File: config.mk
export PLATFORM = sky130hd
export DESIGN_NAME = serial_char_tx
export DESIGN_NICKNAME = d
export VERILOG_FILES = /design/src/rtl/sctx_pkg.sv /design/src/rtl/sctx_framer.sv /design/src/rtl/sctx_modem.sv /design/src/rtl/sctx_shifter.sv /design/src/rtl/serial_char_tx.sv
export SDC_FILE = /design/constraint.sdc
export NUM_CORES = 1
export LEC_CHECK = 0
export ABC_AREA = 1
export BUFFER_PORTS_ARGS = -buffer_cell sky130_fd_sc_hd__buf_2
export CORE_MARGIN = 3
export CORE_UTILIZATION = 55
export DETAILED_ROUTE_END_ITERATION = 10
export PLACE_DENSITY_LB_ADDON = 0.25
export SLEW_MARGIN = 20
export SYNTH_ARGS = -nofsm -noshare
export SYNTH_HDL_FRONTEND = slang
export SYNTH_SLANG_ARGS = --single-unit
File: constraint.sdc
create_clock -name clk -period 1.9 [get_ports clk]
set_input_delay 0.475 -clock clk [delete_from_list [all_inputs] [get_ports clk]]
set_output_delay 0.475 -clock clk [all_outputs]
set_load 0.01 [all_outputs]
File: src/rtl/sctx_pkg.sv
package sctx_pkg;

    // Width of the character-length select field.
    localparam int SCTX_LEN_W = 2;

    // Registered state of the modem-control logic.
    typedef struct packed {
        logic keep;   // request-to-send was recently active
        logic cts;    // synchronised clear-to-send
    } sctx_modem_t;

endpackage

File: src/rtl/sctx_framer.sv
module sctx_framer #(
    parameter int MAX_BITS = 8,
    parameter int FRAME_W  = MAX_BITS + 2,
    parameter int CNT_W    = $clog2(FRAME_W + 1)
) (
    input  logic [MAX_BITS-1:0]             data,
    input  logic [sctx_pkg::SCTX_LEN_W-1:0] len_sel,
    input  logic                            par_en,
    input  logic                            par_even,
    output logic [FRAME_W-1:0]              frame,
    output logic [CNT_W-1:0]                nbits
);
    localparam int MIN_LEN = MAX_BITS - 3;

    int                 len_int;
    logic               par_bit;
    logic [FRAME_W-1:0] dext;

    assign len_int = MIN_LEN + int'(len_sel);
    assign dext    = {{(FRAME_W-MAX_BITS){1'b0}}, data};

    // Parity over the data bits that belong to the selected length.
    always_comb begin
        logic ones;
        ones = 1'b0;
        for (int k = 0; k < MAX_BITS; k++) begin
            if (k < len_int) ones = ones ^ data[k];
        end
        par_bit = par_even ? ones : ~ones;
    end

    // Bits that follow the start bit: data, optional parity, then stop (1).
    for (genvar i = 0; i < FRAME_W; i++) begin : g_bit
        assign frame[i] = (i < len_int) ? dext[i]
                        : ((i == len_int && par_en) ? par_bit : 1'b1);
    end

    assign nbits = CNT_W'(len_int + int'(par_en) + 1);

endmodule

File: src/rtl/sctx_modem.sv
module sctx_modem (
    input  logic clk,
    input  logic rst_n,
    input  logic cfg_rts,
    input  logic cfg_auto,
    input  logic cfg_tx_en,
    input  logic cts_pin,
    input  logic all_sent,
    output logic rts_pin,
    output logic cts_stat,
    output logic start_ok
);
    import sctx_pkg::*;

    sctx_modem_t m_d, m_q;
    logic        rts_active;

    assign rts_active = cfg_rts | (m_q.keep & cfg_auto & ~all_sent);

    always_comb begin
        m_d      = m_q;
        m_d.keep = rts_active;
        m_d.cts  = cts_pin;
    end

    always_ff @(posedge clk or negedge rst_n) begin
        if (!rst_n) m_q <= '0;
        else        m_q <= m_d;
    end

    assign rts_pin  = ~rts_active;
    assign cts_stat = m_q.cts;
    assign start_ok = cfg_tx_en & ~(cfg_auto & m_q.cts);

    // the RTS bit set always drives the pin active (low)
    a_r8_rts_inverse: assert property (@(posedge clk) disable iff (!rst_n)
        cfg_rts |-> !rts_pin);

    // under auto-enables, dropping RTS keeps the pin low while data remains
    a_r9_rts_held: assert property (@(posedge clk) disable iff (!rst_n)
        (cfg_auto && $fell(cfg_rts) && !all_sent) |-> !rts_pin);

    // status bit follows the pin one clock later
    a_r10_cts_status: assert property (@(posedge clk) disable iff (!rst_n)
        1'b1 |=> (cts_stat == $past(cts_pin)));

endmodule

File: src/rtl/sctx_shifter.sv
module sctx_shifter #(
    parameter int MAX_BITS = 8,
    parameter int FRAME_W  = MAX_BITS + 2,
    parameter int CNT_W    = $clog2(FRAME_W + 1)
) (
    input  logic                clk,
    input  logic                rst_n,
    input  logic                tick,
    input  logic                cfg_break,
    input  logic                start_ok,
    input  logic                wr_stb,
    input  logic [MAX_BITS-1:0] wr_data,
    input  logic [FRAME_W-1:0]  frame,
    input  logic [CNT_W-1:0]    nbits,
    output logic [MAX_BITS-1:0] hold_data,
    output logic                txd_o,
    output logic                buf_empty,
    output logic                all_sent
);
    typedef struct packed {
        logic                line;
        logic                brk;
        logic                busy;
        logic                hold_full;
        logic [MAX_BITS-1:0] hold;
        logic [FRAME_W-1:0]  shift;
        logic [CNT_W-1:0]    left;
    } shift_st_t;

    localparam logic [CNT_W-1:0] ONE = {{(CNT_W-1){1'b0}}, 1'b1};

    shift_st_t s_d, s_q;

    always_comb begin
        s_d = s_q;
        if (tick) begin
            if (cfg_break) begin
                s_d.brk = 1'b1;
            end else if (s_q.brk) begin
                s_d.brk = 1'b0;
            end else if (s_q.busy && s_q.left != '0) begin
                s_d.line  = s_q.shift[0];
                s_d.shift = {1'b1, s_q.shift[FRAME_W-1:1]};
                s_d.left  = s_q.left - ONE;
            end else begin
                s_d.busy = 1'b0;
                s_d.line = 1'b1;
                if (s_q.hold_full && start_ok) begin
                    s_d.line      = 1'b0;
                    s_d.shift     = frame;
                    s_d.left      = nbits;
                    s_d.busy      = 1'b1;
                    s_d.hold_full = 1'b0;
                end
            end
        end
        if (wr_stb) begin
            s_d.hold      = wr_data;
            s_d.hold_full = 1'b1;
        end
    end

    always_ff @(posedge clk or negedge rst_n) begin
        if (!rst_n) s_q <= '{line: 1'b1, default: '0};
        else        s_q <= s_d;
    end

    assign hold_data = s_q.hold;
    assign txd_o     = s_q.brk ? 1'b0 : s_q.line;
    assign buf_empty = ~s_q.hold_full;
    assign all_sent  = ~s_q.busy & ~s_q.hold_full;

    // idle line is high when no break is active
    a_r1_idle_high: assert property (@(posedge clk) disable iff (!rst_n)
        (!s_q.busy && !s_q.brk) |-> txd_o);

    // break pulls the line low from the next bit cell
    a_r4_break_low: assert property (@(posedge clk) disable iff (!rst_n)
        (tick && cfg_break) |=> !txd_o);

    // clearing break shows again the bit held before the break
    a_r5_resume_bit: assert property (@(posedge clk) disable iff (!rst_n)
        (tick && !cfg_break && s_q.brk) |=> (txd_o == $past(s_q.line)));

    // a blocked start keeps the shift register idle
    a_r6_gate_blocks: assert property (@(posedge clk) disable iff (!rst_n)
        (!s_q.busy && !start_ok) |=> !s_q.busy);

    // a transfer empties the buffer and puts a start bit on the line
    a_r11_transfer: assert property (@(posedge clk) disable iff (!rst_n)
        (tick && !cfg_break && !s_q.brk && !s_q.busy && s_q.hold_full
         && start_ok && !wr_stb) |=> (buf_empty && !txd_o && !all_sent));

endmodule

File: src/rtl/serial_char_tx.sv
module serial_char_tx #(
    parameter int MAX_BITS = 8
) (
    input  logic                            clk,
    input  logic                            rst_n,
    input  logic                            bit_tick,
    input  logic [sctx_pkg::SCTX_LEN_W-1:0] cfg_len,
    input  logic                            cfg_par_en,
    input  logic                            cfg_par_even,
    input  logic                            cfg_break,
    input  logic                            cfg_rts,
    input  logic                            cfg_tx_en,
    input  logic                            cfg_auto,
    input  logic                            wr_stb,
    input  logic [MAX_BITS-1:0]             wr_data,
    input  logic                            cts_pin,
    output logic                            txd,
    output logic                            rts_pin,
    output logic                            cts_stat,
    output logic                            buf_empty,
    output logic                            all_sent
);
    localparam int FRAME_W = MAX_BITS + 2;
    localparam int CNT_W   = $clog2(FRAME_W + 1);

    logic [MAX_BITS-1:0] hold_data;
    logic [FRAME_W-1:0]  frame;
    logic [CNT_W-1:0]    nbits;
    logic                start_ok;
    logic                sent_w;

    sctx_framer #(.MAX_BITS(MAX_BITS), .FRAME_W(FRAME_W), .CNT_W(CNT_W)) u_framer (
        .data     (hold_data),
        .len_sel  (cfg_len),
        .par_en   (cfg_par_en),
        .par_even (cfg_par_even),
        .frame    (frame),
        .nbits    (nbits)
    );

    sctx_shifter #(.MAX_BITS(MAX_BITS), .FRAME_W(FRAME_W), .CNT_W(CNT_W)) u_shifter (
        .clk       (clk),
        .rst_n     (rst_n),
        .tick      (bit_tick),
        .cfg_break (cfg_break),
        .start_ok  (start_ok),
        .wr_stb    (wr_stb),
        .wr_data   (wr_data),
        .frame     (frame),
        .nbits     (nbits),
        .hold_data (hold_data),
        .txd_o     (txd),
        .buf_empty (buf_empty),
        .all_sent  (sent_w)
    );

    sctx_modem u_modem (
        .clk       (clk),
        .rst_n     (rst_n),
        .cfg_rts   (cfg_rts),
        .cfg_auto  (cfg_auto),
        .cfg_tx_en (cfg_tx_en),
        .cts_pin   (cts_pin),
        .all_sent  (sent_w),
        .rts_pin   (rts_pin),
        .cts_stat  (cts_stat),
        .start_ok  (start_ok)
    );

    assign all_sent = sent_w;

endmodule

==> impl_metrics.tcl, run 1 <==
set metrics [dict create \
    max_freq_mhz 569 \
    finalInstanceArea_um2 1900 \
    synthArstFlopShare_pct 100 \
    crit_path_start "u_shifter.s_q[23]" \
    final_common_cell "nand2_1" \
    grt_pass1_vias 1249 \
    hp-class "in2async" \
    drtPass1Iterations 6 \
    relSlewSlack_pct 59.3 \
    grt_first_pass_wirelength_mm 5.16 \
    p_per_area_nw_per_um2 1100 \
    max_cap_viol_count 0 \
    synth_top_area_share_pct 40.5 \
    ys.flop_type "dfrtp_1" \
    yosys.area.top_type "dfrtp_1" \
    dpl_cell_area_um2 1830 \
    portBuffers 25 \
    drv_slew 0 \
    die_y_um 61.1 \
    critPathMaxStageDelay_ns 0.45 \
    ctsRootBufferMaster "clkbuf_4" \
    clock_latency_ns 0.32 \
    cp.buffers_inverters 2 \
    antenna_found_initial 0 \
    rows 19 \
    critPathRequiredTime_ns 1.42 \
    final_nets 287 \
    track_usage_pct 18.0 \
    routed_wirelength_mm 3.06 \
    ys_seq_area_share_pct 42.1 \
    core_um2 2830 \
    cts_tree "yes" \
    ys_ff_latch 28 \
    finClkSkew_ns 0.00321 \
    setup_viol 0 \
    crit_arrival_ns 1.28 \
    area_growth_syn_to_layout_pct 14.0 \
    crit_path_end_kind "output pin" \
    outcome "finished clean" \
    cts_buffers 3 \
    grt_max_degree 29 \
    gp_congestion 0.877 \
    rsz0062_at_grt "false" \
    fill_cells 250 \
    diodes 0 \
    start_util_pct 59.0 \
    fin_crit_sh_pct 92.5 \
    finalSetupTns_ns 0 \
    hold_buffers 0 \
    top_level_ports 26 \
    max-clock-path-buffers 2 \
    routedWlPerCell_um 10.7 \
    synth_cells 224 \
    synth_area_um2 1670 \
    path_delay_family "flip-flops" \
    die_w_um 61.1 \
    cts.sinks 28 \
    grt-ovfl-total 0 \
    syn_area_per_cell_um2 7.45 \
    hold_violations 0 \
    cts.clk_slew.worst_paths_ns 0.14 \
    synthTopCellsByArea "dfrtp_1, nand2_1, ha_1, inv_1, nor2_1" \
    vias 1433 \
    synth_cell_types 28 \
    route.detailed.drc 0 \
    yosysWarnings 0 \
    timing.rr.start "u_shifter.s_q[0]" \
    hpwl_mm 2.38 \
    start_kind "flip-flop" \
    worst_pin_slew_ns 0.611 \
    layout_common_cells "nand2_1, inv_1, dfrtp_1, buf_2, nor2_1" \
    syn_nets 255 \
    critPathKind "reg2out" \
    ant_nets 0 \
    crit_chain "nor2_1 -> inv_1 -> a31oi_1 -> buf_2" \
    die_area_um2 3730 \
    crit_path_top_delay_cell "dfrtp_1" \
    cp_max_fo 3 \
    layout-drive-gt1-share_pct 19.6 \
    htreeDepth 1 \
    dr.first_iter.drc_count 100 \
    synth_edf_count 0 \
    finalCriticalPeriod_ns 1.76 \
    via_per_inst 5.01 \
    leakage_nw 1.07 \
    ir_drop_mv 0.633 \
]
## stage by stage
stage / util (%) / power (mW) / instances / worst slack [ns] / hold WS (ns)
floorplan: - / 1.50 / 224 / 0.281 / 0.179
global placement: 64.6 / 1.64 / 280 / 0.0412 / 0.464
detailed placement: 64.6 / 1.67 / 280 / -0.00833 / 0.470
CTS: 66.5 / 2.05 / 284 / 0.127 / 0.140
global route: 67.2 / 2.26 / 286 / 0.0105 / 0.153
finish: 67.2 / 2.09 / 286 / 0.142 / 0.137
## path summary, 6_finish.rpt
kind | endpoint | slack [ns] | cells past startpoint
worst min register to register | u_shifter.s_q[25] | 0.49 | 2
min in group clk | u_modem.cts_stat | 0.25 | 1
worst max register to register | u_shifter.s_q[9] | 0.16 | 12
worst max-delay path | rts_pin | 0.14 | 4
worst min-delay path | u_shifter.s_q[3] | 0.14 | 1
max in group asynchronous | u_shifter.s_q[13] | 1.37 | 1
## metal layers
layer	vias up	routed length [um]	track usage, %	share of wire, %
met4	0	10	3.41	0.33
met2	22	1510	30.7	49
li1	755	-	-	-
met5	-	0	0	0
met3	2	101	3.77	3.3
met1	654	1440	23.9	47
## synth_stat cells (2+ instances only)
| cell | count |
|---|---|
| a21oi_1 | 4 |
| a31oi_1 | 5 |
| buf_4 | 2 |
| buf_6 | 2 |
| dfrtp_1 | 27 |
| ha_1 | 9 |
| inv_1 | 29 |
| inv_2 | 7 |
| nand2_1 | 74 |
| nand2_2 | 3 |
| nand2_4 | 2 |
| nand3_1 | 5 |
| nor2_1 | 22 |
| o211ai_1 | 3 |
| o21ai_0 | 10 |
| o21ai_1 | 8 |
## flip-flops by register name (all words and copies together) (netlist names)
register,count
u_shifter.s_q,18
u_shifter.hold_data,8
u_modem.cts_stat,1
u_modem.m_q,1
## timing repair
item                                   CTS  global route
gates resized for setup                  0             4
setup endpoints to repair                0             4
buffers inserted                         0             2
endpoints found under the hold margin    0             0
## logic make-up after synthesis
kind of cell               share of synthesized area [%]
AOI/OAI and AO/OA                                   11.7
and+or+nand+nor                                     26.6
adders and majority gates                           7.95
xor gates and xnor gates                            1.05
DFF                                                 42.1
buffers and inverters                               10.6
## where the power goes
part           internal, mW  total (mW)  leakage [nW]  switching, mW
combinational         0.309       0.797         0.717          0.488
clock                 0.213       0.385        0.0279          0.171
sequential            0.791       0.905         0.329          0.113
## layout make-up
type / instances / area [um2] / share of cell area (%)
Clock buffer: 3 / 22.5 / 1.18
Clock inverter: 1 / 30.0 / 1.58
Inverter: 36 / 140 / 7.37
Multi-Input combinational cell: 155 / 790 / 41.5
Sequential cell: 28 / 702 / 36.9
Tap cell: 31 / 38.8 / 2.04
Timing Repair Buffer: 32 / 178 / 9.35
No activity file was read; power rests on OpenSTA's default activity.
==> run 2: changes to the inputs <==
--- a/config.mk
+++ b/config.mk
@@ -11,6 +11,7 @@
 export CORE_UTILIZATION = 55
 export DETAILED_ROUTE_END_ITERATION = 10
 export PLACE_DENSITY_LB_ADDON = 0.25
+export SETUP_SLACK_MARGIN = 0.5
 export SLEW_MARGIN = 20
 export SYNTH_ARGS = -nofsm -noshare
 export SYNTH_HDL_FRONTEND = slang
==> impl_metrics.tcl, run 2 (synthesis gave the netlist of run 1 again) <==
set metrics [dict create \
    setup_viol 0 \
    cp_max_fo 2 \
    fill_cells 173 \
    crit_path_top_delay_cell "dfrtp_1" \
    p_per_area_nw_per_um2 1140 \
    ctsRootBufferMaster "clkbuf_4" \
    fin_crit_sh_pct 92.8 \
    clock_latency_ns 0.33 \
    finClkSkew_ns 0.0207 \
    antenna_found_initial 0 \
    largest_register_ffs 18 \
    cts.clk_slew.worst_paths_ns 0.17 \
    dr.first_iter.drc_count 114 \
    diodes 0 \
    route.detailed.drc 0 \
    rsz0062_at_grt "true" \
    relSlewSlack_pct 58.1 \
    area_growth_syn_to_layout_pct 38.1 \
    max-clock-path-buffers 2 \
    outcome "finished clean" \
    grt-ovfl-total 0 \
    critPathMaxStageDelay_ns 0.43 \
    cts_tree "yes" \
    cts.sinks 28 \
    start_kind "flip-flop" \
    core_um2 2830 \
    total_power_mw 2.63 \
    finalSetupTns_ns 0 \
    finalCriticalPeriod_ns 1.76 \
    die_y_um 61.1 \
    routed_wirelength_mm 4.50 \
    grt_first_pass_wirelength_mm 6.41 \
    hold_violations 0 \
    crit_chain "nor2_2 -> inv_2 -> a31oi_4 -> buf_6" \
    portBuffers 25 \
    grt_max_degree 29 \
    top_register "u_shifter.s_q" \
    crit_arrival_ns 1.29 \
    finalInstanceArea_um2 2300 \
    htreeDepth 1 \
    final_nets 304 \
    gp_congestion 0.844 \
    rows 19 \
    dpl_cell_area_um2 1870 \
    layout_common_cells "nand2_1, dfrtp_1, inv_1, buf_2, buf_4" \
    routedWlPerCell_um 14.8 \
    layout-drive-gt1-share_pct 36.0 \
    critPathRequiredTime_ns 1.42 \
    crit_path_end_kind "output pin" \
    layout_setup_ws_ns 0.137 \
    drv_slew 0 \
    worst_pin_slew_ns 0.628 \
    multi_input_area_um2 1000 \
    cts_buffers 3 \
    start_util_pct 59.0 \
    top_level_ports 26 \
    hpwl_mm 2.37 \
    vias 1649 \
    path_delay_family "flip-flops" \
    max_freq_mhz 567 \
    cp.buffers_inverters 2 \
    drtPass1Iterations 4 \
    track_usage_pct 22.9 \
    critPathKind "reg2out" \
    post-place-ws_ns 0.0162 \
    final_common_cell "nand2_1" \
    ant_nets 0 \
    leakage_nw 1.19 \
    max_cap_viol_count 0 \
    regArea_um2 702 \
    ir_drop_mv 0.669 \
    via_per_inst 5.44 \
    hp-class "in2async" \
    grt_pass1_vias 1493 \
    die_w_um 61.1 \
    die_area_um2 3730 \
]
[run 2: repair_timing]
action                                  4_1_cts  5_1_grt
cloned                                        2        1
gates resized for setup                      25       24
pin swaps                                    11        7
hold buffers                                  0        0
endpoints found under the setup margin       21       21
hold endpoints to repair                      0        0
buffers inserted                             12        7
[run 2: path summary, 6_finish.rpt]
| kind | startpoint | slack (ns) | depth (start not counted) | endpoint |
|---|---|---|---|---|
| worst max-delay path | u_shifter.s_q[22] | 0.14 | 4 | rts_pin |
| worst min-delay path | rst_n | 0.13 | 1 | u_shifter.s_q[13] |
| worst max register to register | u_shifter.s_q[1] | 0.29 | 12 | u_shifter.s_q[9] |
| worst min register to register | u_shifter.s_q[25] | 0.49 | 2 | u_shifter.s_q[25] |
| max in group asynchronous | rst_n | 1.35 | 1 | u_shifter.hold_data[4] |
| min in group clk | cts_pin | 0.26 | 1 | u_modem.cts_stat |
[run 2: area by class of cell]
type	instances	share of cell area, %
clock buffers	4	1.14
inverters	36	6.74
well taps	31	1.68
repair buffers	47	15.9
repair inverters	1	0.489
flip-flops and latches	28	30.5
multi-input cells	156	43.6
[run 2: routing by layer]
| metal | global-route usage [%] | routed length (um) | share of wire [%] | vias up |
|---|---|---|---|---|
| met4 | 4.64 | 53 | 1.2 | 0 |
| li1 | - | - | - | 798 |
| met3 | 3.14 | 204 | 4.5 | 6 |
| met1 | 27.8 | 1770 | 39 | 785 |
| met2 | 42.9 | 2470 | 55 | 60 |
| met5 | 0 | 0 | 0 | - |
[run 2: power breakdown]
part / switching, mW / internal, mW / total (mW) / leakage [nW]
Combinational: 0.787 / 0.634 / 1.42 / 0.844
Clock: 0.181 / 0.0821 / 0.264 / 0.0150
Sequential: 0.149 / 0.792 / 0.941 / 0.329
[run 2: per-stage QoR]
step	hold WS [ns]	utilization (%)	std cells
after floorplan	0.179	-	224
after global placement	0.468	66.1	277
after detailed placement	0.468	66.1	277
after CTS	0.153	74.8	295
after global routing	0.151	81.4	303
final	0.129	81.4	303
[run 2: worst register-to-register path: stages (launching register included)]
cell	delay (ns)
dfrtp_1	0.43
inv_2	0.09
ha_4	0.14
inv_2	0.04
nor2_4	0.11
nand2_4	0.09
nand2_8	0.13
nand2_8	0.08
nand2_8	0.15
buf_12	0.13
nor2_1	0.04
nand2_1	0.06
nand2_1	0.05
